[config.mk]
export PLATFORM = sky130hd
export DESIGN_NAME = sg_dma
export DESIGN_NICKNAME = d
export VERILOG_FILES = /design/src/rtl/sgdma_pkg.sv /design/src/rtl/sgdma_datapath.sv /design/src/rtl/sgdma_ctrl.sv /design/src/rtl/sg_dma.sv
export SDC_FILE = /design/constraint.sdc
export NUM_CORES = 2
export LEC_CHECK = 0
export BUFFER_PORTS_ARGS = -buffer_cell sky130_fd_sc_hd__buf_2
export CAP_MARGIN = 20
export CORE_AREA = 2 2 260 262
export CTS_CLUSTER_DIAMETER = 60
export DETAILED_ROUTE_END_ITERATION = 8
export DIE_AREA = 0 0 262 264
export PLACE_DENSITY = 0.81
export RECOVER_POWER = 100
export SYNTH_ARGS = -nofsm -noshare
export SYNTH_HDL_FRONTEND = slang
export SYNTH_SLANG_ARGS = --single-unit
[constraint.sdc]
create_clock -name clk -period 11.8 [get_ports clk]
set_input_delay 1.77 -clock clk [delete_from_list [all_inputs] [get_ports clk]]
set_output_delay 1.77 -clock clk [all_outputs]
set_load 0.05 [all_outputs]
[src/rtl/sgdma_pkg.sv]
`timescale 1ns/1ps
package sgdma_pkg;
  typedef enum logic [1:0] {
    OP_APPEND = 2'd0,
    OP_STOP   = 2'd1,
    OP_MISS   = 2'd2,
    OP_FAIL   = 2'd3
  } cmdOp_e;

  // strobes from control to datapath, applied to the selected channel
  typedef struct packed {
    logic load;
    logic burst;
    logic unload;
    logic runSet;
    logic runClr;
    logic nextWr;
    logic failWr;
    logic failDec;
    logic missWr;
    logic missDec;
  } dpStrobe_t;

  // byte offset of the link word inside a descriptor
  localparam int LINK_OFS = 16;
endpackage

[src/rtl/sgdma_datapath.sv]
`timescale 1ns/1ps
module sgdma_datapath
  import sgdma_pkg::*;
#(
  parameter int NCH   = 4,
  parameter int AW    = 32,
  parameter int CW    = 16,
  parameter int MW    = 8,
  parameter int BURST = 'h800,
  localparam int CHW  = $clog2(NCH)
) (
  input  logic            clk,
  input  logic            rstN,
  input  dpStrobe_t       stb,
  input  logic [CHW-1:0]  selCh,
  input  logic [AW-1:0]   rdSrc,
  input  logic [AW-1:0]   rdDst,
  input  logic [CW-1:0]   rdCount,
  input  logic            rdIntEn,
  input  logic [AW-1:0]   rdNext,
  input  logic [AW-1:0]   cmdAddr,
  input  logic [MW-1:0]   cmdArg,
  output logic [NCH-1:0]  runV,
  output logic [NCH-1:0]  loadedV,
  output logic [NCH-1:0]  cntZeroV,
  output logic [NCH-1:0]  intEnV,
  output logic [NCH-1:0]  failNzV,
  output logic [NCH-1:0]  failOneV,
  output logic [NCH-1:0]  missNzV,
  output logic [NCH-1:0]  nextNullV,
  output logic [AW-1:0]   nextSel,
  output logic            burstValid,
  output logic [CHW-1:0]  burstChan,
  output logic [AW-1:0]   burstSrc,
  output logic [AW-1:0]   burstDst,
  output logic [CW-1:0]   burstLen
);
  logic [AW-1:0] srcR  [NCH];
  logic [AW-1:0] dstR  [NCH];
  logic [AW-1:0] nextR [NCH];
  logic [CW-1:0] cntR  [NCH];
  logic [MW-1:0] failR [NCH];
  logic [MW-1:0] missR [NCH];
  logic [NCH-1:0] intR, loadedR, runR;

  logic [CW-1:0] cntSel, lenSel;
  assign cntSel  = cntR[selCh];
  assign lenSel  = (cntSel > CW'(BURST)) ? CW'(BURST) : cntSel;
  assign nextSel = nextR[selCh];

  always_ff @(posedge clk) begin
    if (!rstN) begin
      for (int i = 0; i < NCH; i++) begin
        srcR[i]  <= '0;
        dstR[i]  <= '0;
        nextR[i] <= '0;
        cntR[i]  <= '0;
        failR[i] <= '0;
        missR[i] <= '0;
      end
      intR       <= '0;
      loadedR    <= '0;
      runR       <= '0;
      burstValid <= 1'b0;
      burstChan  <= '0;
      burstSrc   <= '0;
      burstDst   <= '0;
      burstLen   <= '0;
    end else begin
      for (int i = 0; i < NCH; i++) begin
        if (selCh == CHW'(i)) begin
          if (stb.load) begin
            srcR[i]    <= rdSrc;
            dstR[i]    <= rdDst;
            cntR[i]    <= rdCount;
            intR[i]    <= rdIntEn;
            nextR[i]   <= rdNext;
            loadedR[i] <= 1'b1;
          end else begin
            if (stb.burst) begin
              cntR[i] <= cntR[i] - lenSel;
              srcR[i] <= srcR[i] + AW'(lenSel);
              dstR[i] <= dstR[i] + AW'(lenSel);
            end
            if (stb.unload) loadedR[i] <= 1'b0;
            if (stb.nextWr) nextR[i] <= cmdAddr;
          end
          if (stb.runSet)      runR[i] <= 1'b1;
          else if (stb.runClr) runR[i] <= 1'b0;
          if (stb.failWr)       failR[i] <= cmdArg;
          else if (stb.failDec) failR[i] <= failR[i] - 1'b1;
          if (stb.missWr)       missR[i] <= cmdArg;
          else if (stb.missDec) missR[i] <= missR[i] - 1'b1;
        end
      end
      burstValid <= stb.burst;
      burstChan  <= selCh;
      burstSrc   <= srcR[selCh];
      burstDst   <= dstR[selCh];
      burstLen   <= lenSel;
    end
  end

  for (genvar g = 0; g < NCH; g++) begin : gStat
    assign runV[g]      = runR[g];
    assign loadedV[g]   = loadedR[g];
    assign cntZeroV[g]  = (cntR[g] == '0);
    assign intEnV[g]    = intR[g];
    assign failNzV[g]   = (failR[g] != '0);
    assign failOneV[g]  = (failR[g] == MW'(1));
    assign missNzV[g]   = (missR[g] != '0);
    assign nextNullV[g] = (nextR[g] == '0);
  end
endmodule

[src/rtl/sgdma_ctrl.sv]
`timescale 1ns/1ps
module sgdma_ctrl
  import sgdma_pkg::*;
#(
  parameter int NCH  = 4,
  parameter int AW   = 32,
  localparam int CHW = $clog2(NCH)
) (
  input  logic            clk,
  input  logic            rstN,
  input  logic            cmdValid,
  input  logic [1:0]      cmdOp,
  input  logic [CHW-1:0]  cmdChan,
  input  logic [AW-1:0]   cmdAddr,
  input  logic [AW-1:0]   cmdLast,
  input  logic [NCH-1:0]  runV,
  input  logic [NCH-1:0]  loadedV,
  input  logic [NCH-1:0]  cntZeroV,
  input  logic [NCH-1:0]  intEnV,
  input  logic [NCH-1:0]  failNzV,
  input  logic [NCH-1:0]  failOneV,
  input  logic [NCH-1:0]  missNzV,
  input  logic [NCH-1:0]  nextNullV,
  input  logic [AW-1:0]   nextSel,
  output dpStrobe_t       stb,
  output logic [CHW-1:0]  selCh,
  output logic            memRdEn,
  output logic [AW-1:0]   memRdAddr,
  output logic            linkWrEn,
  output logic [AW-1:0]   linkWrAddr,
  output logic [AW-1:0]   linkWrData,
  output logic [NCH-1:0]  cmplIrq,
  output logic [NCH-1:0]  errIrq
);
  logic [CHW-1:0] ptr;
  logic [NCH-1:0] cmplNext, errNext;

  always_comb begin
    stb        = '0;
    memRdEn    = 1'b0;
    memRdAddr  = '0;
    linkWrEn   = 1'b0;
    linkWrAddr = '0;
    linkWrData = '0;
    cmplNext   = '0;
    errNext    = '0;
    selCh      = cmdValid ? cmdChan : ptr;
    if (cmdValid) begin
      case (cmdOp_e'(cmdOp))
        OP_APPEND: begin
          if (!runV[cmdChan]) begin
            memRdEn    = 1'b1;
            memRdAddr  = cmdAddr;
            stb.load   = 1'b1;
            stb.runSet = 1'b1;
          end else if (nextNullV[cmdChan]) begin
            stb.nextWr = 1'b1;
          end else begin
            linkWrEn   = 1'b1;
            linkWrAddr = cmdLast + AW'(LINK_OFS);
            linkWrData = cmdAddr;
          end
        end
        OP_STOP: stb.runClr = 1'b1;
        OP_MISS: stb.missWr = !runV[cmdChan];
        OP_FAIL: stb.failWr = !runV[cmdChan];
        default: ;
      endcase
    end else if (runV[ptr]) begin
      if (failNzV[ptr]) stb.failDec = 1'b1;
      if (failOneV[ptr]) begin
        stb.runClr   = 1'b1;
        errNext[ptr] = 1'b1;
      end else if (loadedV[ptr] && !cntZeroV[ptr]) begin
        stb.burst = 1'b1;
      end else begin
        if (loadedV[ptr]) begin
          stb.unload = 1'b1;
          if (intEnV[ptr]) begin
            if (missNzV[ptr]) stb.missDec = 1'b1;
            else              cmplNext[ptr] = 1'b1;
          end
        end
        if (!nextNullV[ptr]) begin
          memRdEn   = 1'b1;
          memRdAddr = nextSel;
          stb.load  = 1'b1;
        end else begin
          stb.runClr = 1'b1;
        end
      end
    end
  end

  always_ff @(posedge clk) begin
    if (!rstN) begin
      ptr     <= '0;
      cmplIrq <= '0;
      errIrq  <= '0;
    end else begin
      if (!cmdValid) ptr <= (ptr == CHW'(NCH - 1)) ? '0 : ptr + 1'b1;
      cmplIrq <= cmplNext;
      errIrq  <= errNext;
    end
  end
endmodule

[src/rtl/sg_dma.sv]
`timescale 1ns/1ps
module sg_dma
  import sgdma_pkg::*;
#(
  parameter int NCH   = 4,
  parameter int AW    = 32,
  parameter int CW    = 16,
  parameter int MW    = 8,
  parameter int BURST = 'h800,
  localparam int CHW  = $clog2(NCH)
) (
  input  logic            clk,
  input  logic            rstN,
  input  logic            cmdValid,
  input  logic [1:0]      cmdOp,
  input  logic [CHW-1:0]  cmdChan,
  input  logic [AW-1:0]   cmdAddr,
  input  logic [AW-1:0]   cmdLast,
  input  logic [MW-1:0]   cmdArg,
  output logic            memRdEn,
  output logic [AW-1:0]   memRdAddr,
  input  logic [AW-1:0]   rdSrc,
  input  logic [AW-1:0]   rdDst,
  input  logic [CW-1:0]   rdCount,
  input  logic            rdIntEn,
  input  logic [AW-1:0]   rdNext,
  output logic            linkWrEn,
  output logic [AW-1:0]   linkWrAddr,
  output logic [AW-1:0]   linkWrData,
  output logic            burstValid,
  output logic [CHW-1:0]  burstChan,
  output logic [AW-1:0]   burstSrc,
  output logic [AW-1:0]   burstDst,
  output logic [CW-1:0]   burstLen,
  output logic [NCH-1:0]  runMask,
  output logic [NCH-1:0]  cmplIrq,
  output logic [NCH-1:0]  errIrq
);
  dpStrobe_t      stb;
  logic [CHW-1:0] selCh;
  logic [NCH-1:0] runV, loadedV, cntZeroV, intEnV, failNzV, failOneV, missNzV, nextNullV;
  logic [AW-1:0]  nextSel;

  sgdma_ctrl #(.NCH(NCH), .AW(AW)) u_ctrl (
    .clk(clk), .rstN(rstN), .cmdValid(cmdValid), .cmdOp(cmdOp), .cmdChan(cmdChan),
    .cmdAddr(cmdAddr), .cmdLast(cmdLast), .runV(runV), .loadedV(loadedV),
    .cntZeroV(cntZeroV), .intEnV(intEnV), .failNzV(failNzV), .failOneV(failOneV),
    .missNzV(missNzV), .nextNullV(nextNullV), .nextSel(nextSel), .stb(stb),
    .selCh(selCh), .memRdEn(memRdEn), .memRdAddr(memRdAddr), .linkWrEn(linkWrEn),
    .linkWrAddr(linkWrAddr), .linkWrData(linkWrData), .cmplIrq(cmplIrq), .errIrq(errIrq)
  );

  sgdma_datapath #(.NCH(NCH), .AW(AW), .CW(CW), .MW(MW), .BURST(BURST)) u_dp (
    .clk(clk), .rstN(rstN), .stb(stb), .selCh(selCh), .rdSrc(rdSrc), .rdDst(rdDst),
    .rdCount(rdCount), .rdIntEn(rdIntEn), .rdNext(rdNext), .cmdAddr(cmdAddr),
    .cmdArg(cmdArg), .runV(runV), .loadedV(loadedV), .cntZeroV(cntZeroV),
    .intEnV(intEnV), .failNzV(failNzV), .failOneV(failOneV), .missNzV(missNzV),
    .nextNullV(nextNullV), .nextSel(nextSel), .burstValid(burstValid),
    .burstChan(burstChan), .burstSrc(burstSrc), .burstDst(burstDst), .burstLen(burstLen)
  );

  assign runMask = runV;
endmodule

Yosys cells after proc, flatten, opt, wreduce, memory -nomap -nowiden
Memories as Yosys holds them, arrays and structs flattened. A register that Yosys moved wholly into a read port is not among the register bits.
Index checks and enable logic that the tools add are counted.
{ "totals": {"memories": 6, "regBits": 41, "elab_cells": 384, "mem_bits_rw": 512, "in_bits": 192, "output_inout_bits": 193} }
{ "mem_list": {"columns": ["memory", "words", "width", "rd", "rd_ports_with_merged_regs", "write_ports", "line_no", "rtl"], "rows": [
  ["u_dp.dstR", 4, 32, 5, 1, 4, "sgdma_datapath.sv:39", "logic [AW-1:0] dstR [NCH];"],
  ["u_dp.nextR", 4, 32, 5, 0, 4, "sgdma_datapath.sv:40", "logic [AW-1:0] nextR [NCH];"],
  ["u_dp.srcR", 4, 32, 5, 1, 4, "sgdma_datapath.sv:38", "logic [AW-1:0] srcR [NCH];"],
  ["u_dp.cntR", 4, 16, 5, 0, 4, "sgdma_datapath.sv:41", "logic [CW-1:0] cntR [NCH];"],
  ["u_dp.failR", 4, 8, 4, 0, 4, "sgdma_datapath.sv:42", "logic [MW-1:0] failR [NCH];"],
  ["u_dp.missR", 4, 8, 4, 0, 4, "sgdma_datapath.sv:43", "logic [MW-1:0] missR [NCH];"]
]} }
{ "op_classes": {"add_sub_neg": 22, "eq_ne": 11, "reduce_logical": 40, "mux": 230, "magnitude_cmp": 4, "bitwise": 53} }
{ "ops": {"columns": ["cell", "count"], "rows": [
  ["two-way mux 32 bit", 39],
  ["adder 32 x 16 -> 32 bit", 8],
  ["two-way mux 1 bit", 149],
  ["two-way mux 16 bit", 9],
  ["zero test 32 bit", 4],
  ["two-way mux 8 bit", 16],
  ["zero test 16 bit", 4],
  ["nonzero test 8 bit", 8],
  ["subtractor 16 bit", 4],
  ["subtractor 8 x 1 -> 8 bit, second input constant", 8],
  ["OR 1 bit", 48],
  ["adder 32 x 5 -> 32 bit, second input constant", 1],
  ["== test 8 x 1 -> 1 bit, second input constant", 4],
  ["AND reduction 2 bit", 12],
  ["binary-select mux 1 bit (select 2 bit)", 10],
  ["greater-than comparator 16 x 12 -> 1 bit, second input constant", 1],
  ["== test 2 bit, second input constant", 5],
  ["two-way mux 2 bit", 4],
  ["OR reduction 8 bit", 1],
  ["< comparator 2 x 3 -> 1 bit, second input constant", 2],
  ["two-way mux 3 bit", 2],
  ["inverter 1 bit", 5],
  ["== test 2 x 1 -> 1 bit, second input constant", 2],
  ["zero test 1 bit", 4],
  ["7 further kinds", 10]
]} }

Depth between registers and ports, before layout
{ "logic_depth": {"word_depth": 16, "ltp_mapped": 21, "ltp_nobuf": 18} }

Modules after synthesis
From an unflattened synthesis, not the netlist that was laid out.
{ "hier_totals": {"cells_unflattened": 3935, "area_unflattened_um2": 40192.3} }
{ "modules_own_cells": {"columns": ["module", "area_per_inst_um2", "cells_each", "n_inst"], "rows": [
  ["sgdma_datapath", 38066.5, 3660, 1],
  ["sgdma_ctrl", 2125.8, 275, 1]
]} }

Worst setup path after synthesis
No wires, ideal clock.
{ "synth_path": {"kind": "input -> register", "start": "input port cmdChan[0]", "end": "memory u_dp.cntR[0][0] (enable)", "cell_stages": 5, "setup_slack_ps": 2202, "path_buffers": 1, "required_time_ps": 11171, "setup_ps": 629, "t_arrival_ps": 8970, "cell_sequence": "mux4_2 > nor3_1 > clkbuf_1 > nor3_1 > o21ai_0"} }
{ "synth_lines": {"columns": ["item", "line_no", "rtl"], "rows": [
  ["from (decl)", "sg_dma.sv:16", "input logic [CHW-1:0] cmdChan,"],
  ["to (decl)", "sgdma_datapath.sv:41", null]
]} }

==> impl_metrics.env <==
export IMPL_run_status="finished, violations left"
export IMPL_violations="capacitance limit, slew limit"
export IMPL_final_hold_viol_count=0
export IMPL_grt_pass1_vias=32380
export IMPL_required_ns=12.01
export IMPL_tightest_slew_ns=4.749
export IMPL_ctsResizeCount=0
export IMPL_start_util_pct=60.28
export IMPL_grt_max_degree=81
export IMPL_synth_edff_count=512
export IMPL_ios=385
export IMPL_cts_setup_buffers=0
export IMPL_whs_ns=0.4763
export IMPL_path_max_fanout=65
export IMPL_async_flop_share_pct=0
export IMPL_yosysTopAreaCellShare_pct=38.32
export IMPL_drt_iter0_drc=4070
export IMPL_syn_inst=3678
export IMPL_slew_headroom_pct=-216.6
export IMPL_yosysUniqueCellTypes=88
export IMPL_synth_warnings=0
export IMPL_max_stage_delay_ns=2.80
export IMPL_drv_slew=1008
export IMPL_ys_ff_latch=617
export IMPL_via_count=33910
export IMPL_crit_top_cell="clkbuf_1"
export IMPL_syn_cell_area_mm2=0.04012
export IMPL_clkSinkCount=617
export IMPL_rows=95
export IMPL_wirelength_um=120900
export IMPL_n_fill_cell=5057
export IMPL_layout_nets=4457
export IMPL_drive_gt1_share_pct=11.91
export IMPL_grt_ovfl_total=0
export IMPL_grt_pass1_wl_um=184000
export IMPL_place_gp_congestion=0.9205
export IMPL_cts_root_buf="clkbuf_16"
export IMPL_skew_ns=0.01804
export IMPL_p_leak_nw=17.38
export IMPL_antenna_found_initial=13
export IMPL_core_area_mm2=0.06656
export IMPL_die_h_um=264
export IMPL_arrival_ns=9.95
export IMPL_cts_tree="done"
export IMPL_ant_nets=0
export IMPL_clkTransAtPathRegs_ns=0.06
export IMPL_yosys_top_cells_area="edfxtp_1, a22o_1, ha_1"
export IMPL_area_growth_pct=12.10
export IMPL_peakVddDrop_uv=88.38
export IMPL_wl_per_cell_um=24.22
export IMPL_ys_flop_type="edfxtp_1"
export IMPL_rsz0062_at_grt="false"
export IMPL_htree_levels=3
export IMPL_port_buffers=384
export IMPL_finalCritPeriodShare_pct=82.52
export IMPL_cts_hold_buffers=0
export IMPL_first_pass_iters=6
export IMPL_path_cells="clkbuf_1 > o21a_4 > clkbuf_1 > nand2_1 > o21ai_0 > clkbuf_1 > clkbuf_2"
export IMPL_vias_per_cell=6.791
export IMPL_yosys_cell_count_top_type="edfxtp_1"
export IMPL_hold_path_class="reg -> reg"
export IMPL_endpoint_kind="register"
export IMPL_clockBufferDepth=3
export IMPL_hpwl_um=82570
export IMPL_fmax_mhz=102.7
export IMPL_tns_ns=0
export IMPL_cts_inserted_buffers=72
export IMPL_critPathSlowestCell="clkbuf_1"
export IMPL_avgSynthCellArea_um2=10.91
export IMPL_post_route_drc_count=0
export IMPL_cap_violations=21
export IMPL_groute_usage_overall_pct=34.25
export IMPL_crit_type="in -> reg"
export IMPL_r2r_slack_ns=2.72
export IMPL_dieArea_mm2=0.06917
export IMPL_clkLatencyLatePin_ns=0.62
export IMPL_layout_min_cycle_time_ns=9.737
export IMPL_setup_viol=0
export IMPL_synth_area_leader_cell="edfxtp_1"
export IMPL_die_x_um=262
export IMPL_synth_top_cells_by_count="edfxtp_1, a22o_1, nand2_1"
export IMPL_power_per_cell_area_mw_per_mm2=131.7
export IMPL_synth_seq_area_share_pct=43.56
export IMPL_start_kind="input pin"
-- worst max-delay path: cells and delay by family --
kind            cells  cell delay [ns]
compound gates      2             1.19
buf+inv             4             6.36
simple gates        1             0.49
-- per-layer routing --
metal | vias up | share of wire [%] | GRT usage [%] | wire [um]
li1 | 14990 | - | - | -
met1 | 16300 | 39 | 46.39 | 46850
met2 | 2269 | 45 | 53.07 | 54570
met3 | 343 | 12 | 7.120 | 14230
met4 | 4 | 4.3 | 15.61 | 5256
met5 | - | 0.024 | 0 | 29
-- flip-flops by register name, indices dropped and copies added (netlist names), 16 cells and up --
signal and cells:
u_dp.nextR 128, u_dp.burstLen 16, u_dp.srcR 128, u_dp.cntR 64
u_dp.missR 32, u_dp.burstSrc 32, u_dp.dstR 128, u_dp.failR 32
u_dp.burstDst 32
-- cells by family after synthesis --
| group | after synthesis | synth area share, % |
|---|---|---|
| AO/OA/AOI/OAI | 1015 | 18.99 |
| other | 2 | 0.01872 |
| AND/OR/NAND/NOR | 1136 | 14.27 |
| buffers and inverters | 262 | 2.906 |
| flip-flops | 617 | 43.56 |
| XOR/XNOR | 309 | 6.745 |
| multiplexers | 119 | 6.492 |
| adder cells (fa/ha/maj) | 218 | 7.022 |
-- per-stage QoR --
step	util (%)	total power [mW]	area (um^2)	worst slack (ns)	instances
after floorplan	-	3.345	40300	2.202	3724
after global placement	64.43	3.637	42890	3.803	4843
after detailed placement	64.44	3.658	42900	3.618	4844
after CTS	68.02	5.903	45270	4.212	4977
after global routing	67.56	6.113	44970	1.780	4988
final	67.58	5.925	44980	2.063	4993
-- final timing paths --
| kind | from | to | depth (start not counted) |
|---|---|---|---|
| worst min register to register | u_dp.loadedV[1]$_SDFFE_PN0P_ | u_dp.loadedV[1]$_SDFFE_PN0P_ | 2 |
| worst max register to register | u_ctrl.ptr[1]$_SDFFE_PN0N_ | u_dp.srcR[2][15]$_SDFFCE_PN0P_ | 6 |
| worst min-delay path | u_dp.loadedV[1]$_SDFFE_PN0P_ | u_dp.loadedV[1]$_SDFFE_PN0P_ | 2 |
| worst max-delay path | cmdValid | u_dp.dstR[1][9]$_SDFFCE_PN0P_ | 7 |
-- power breakdown --
| part | leakage [nW] | internal [mW] | switching, mW | total (mW) |
|---|---|---|---|---|
| Combinational | 10.1 | 0.408 | 0.689 | 1.10 |
| Clock | 1.15 | 1.34 | 0.934 | 2.27 |
| Sequential | 6.18 | 2.47 | 0.0864 | 2.56 |
-- placed cells by master (no fill, tap or decap), types with 66 or more instances in the layout --
cell,instances
nand2_1,269
nor4_1,66
edfxtp_1,512
and2_1,78
mux4_2,113
dfxtp_1,105
nor3_1,76
inv_1,86
nand3_1,96
a21oi_1,112
o21ai_0,153
buf_2,208
ha_1,206
a22o_1,392
xnor2_1,160
nor2_1,250
clkbuf_1,215
xor2_1,149
clkbuf_16,78
-- final cells by class --
type                       instances  area [um^2]  share of cell area (%)
antenna                           14        35.03                 0.07789
clock inverter                    28        264.0                  0.5869
inverter                          88        330.3                  0.7344
timing repair buffer             423         1919                   4.267
clock buffer                     105         2113                   4.698
sequential                       617        17480                   38.85
tap                              873         1092                   2.428
multi-input combinational       2845        21750                   48.35
No activity file was read; power rests on OpenSTA's default activity.
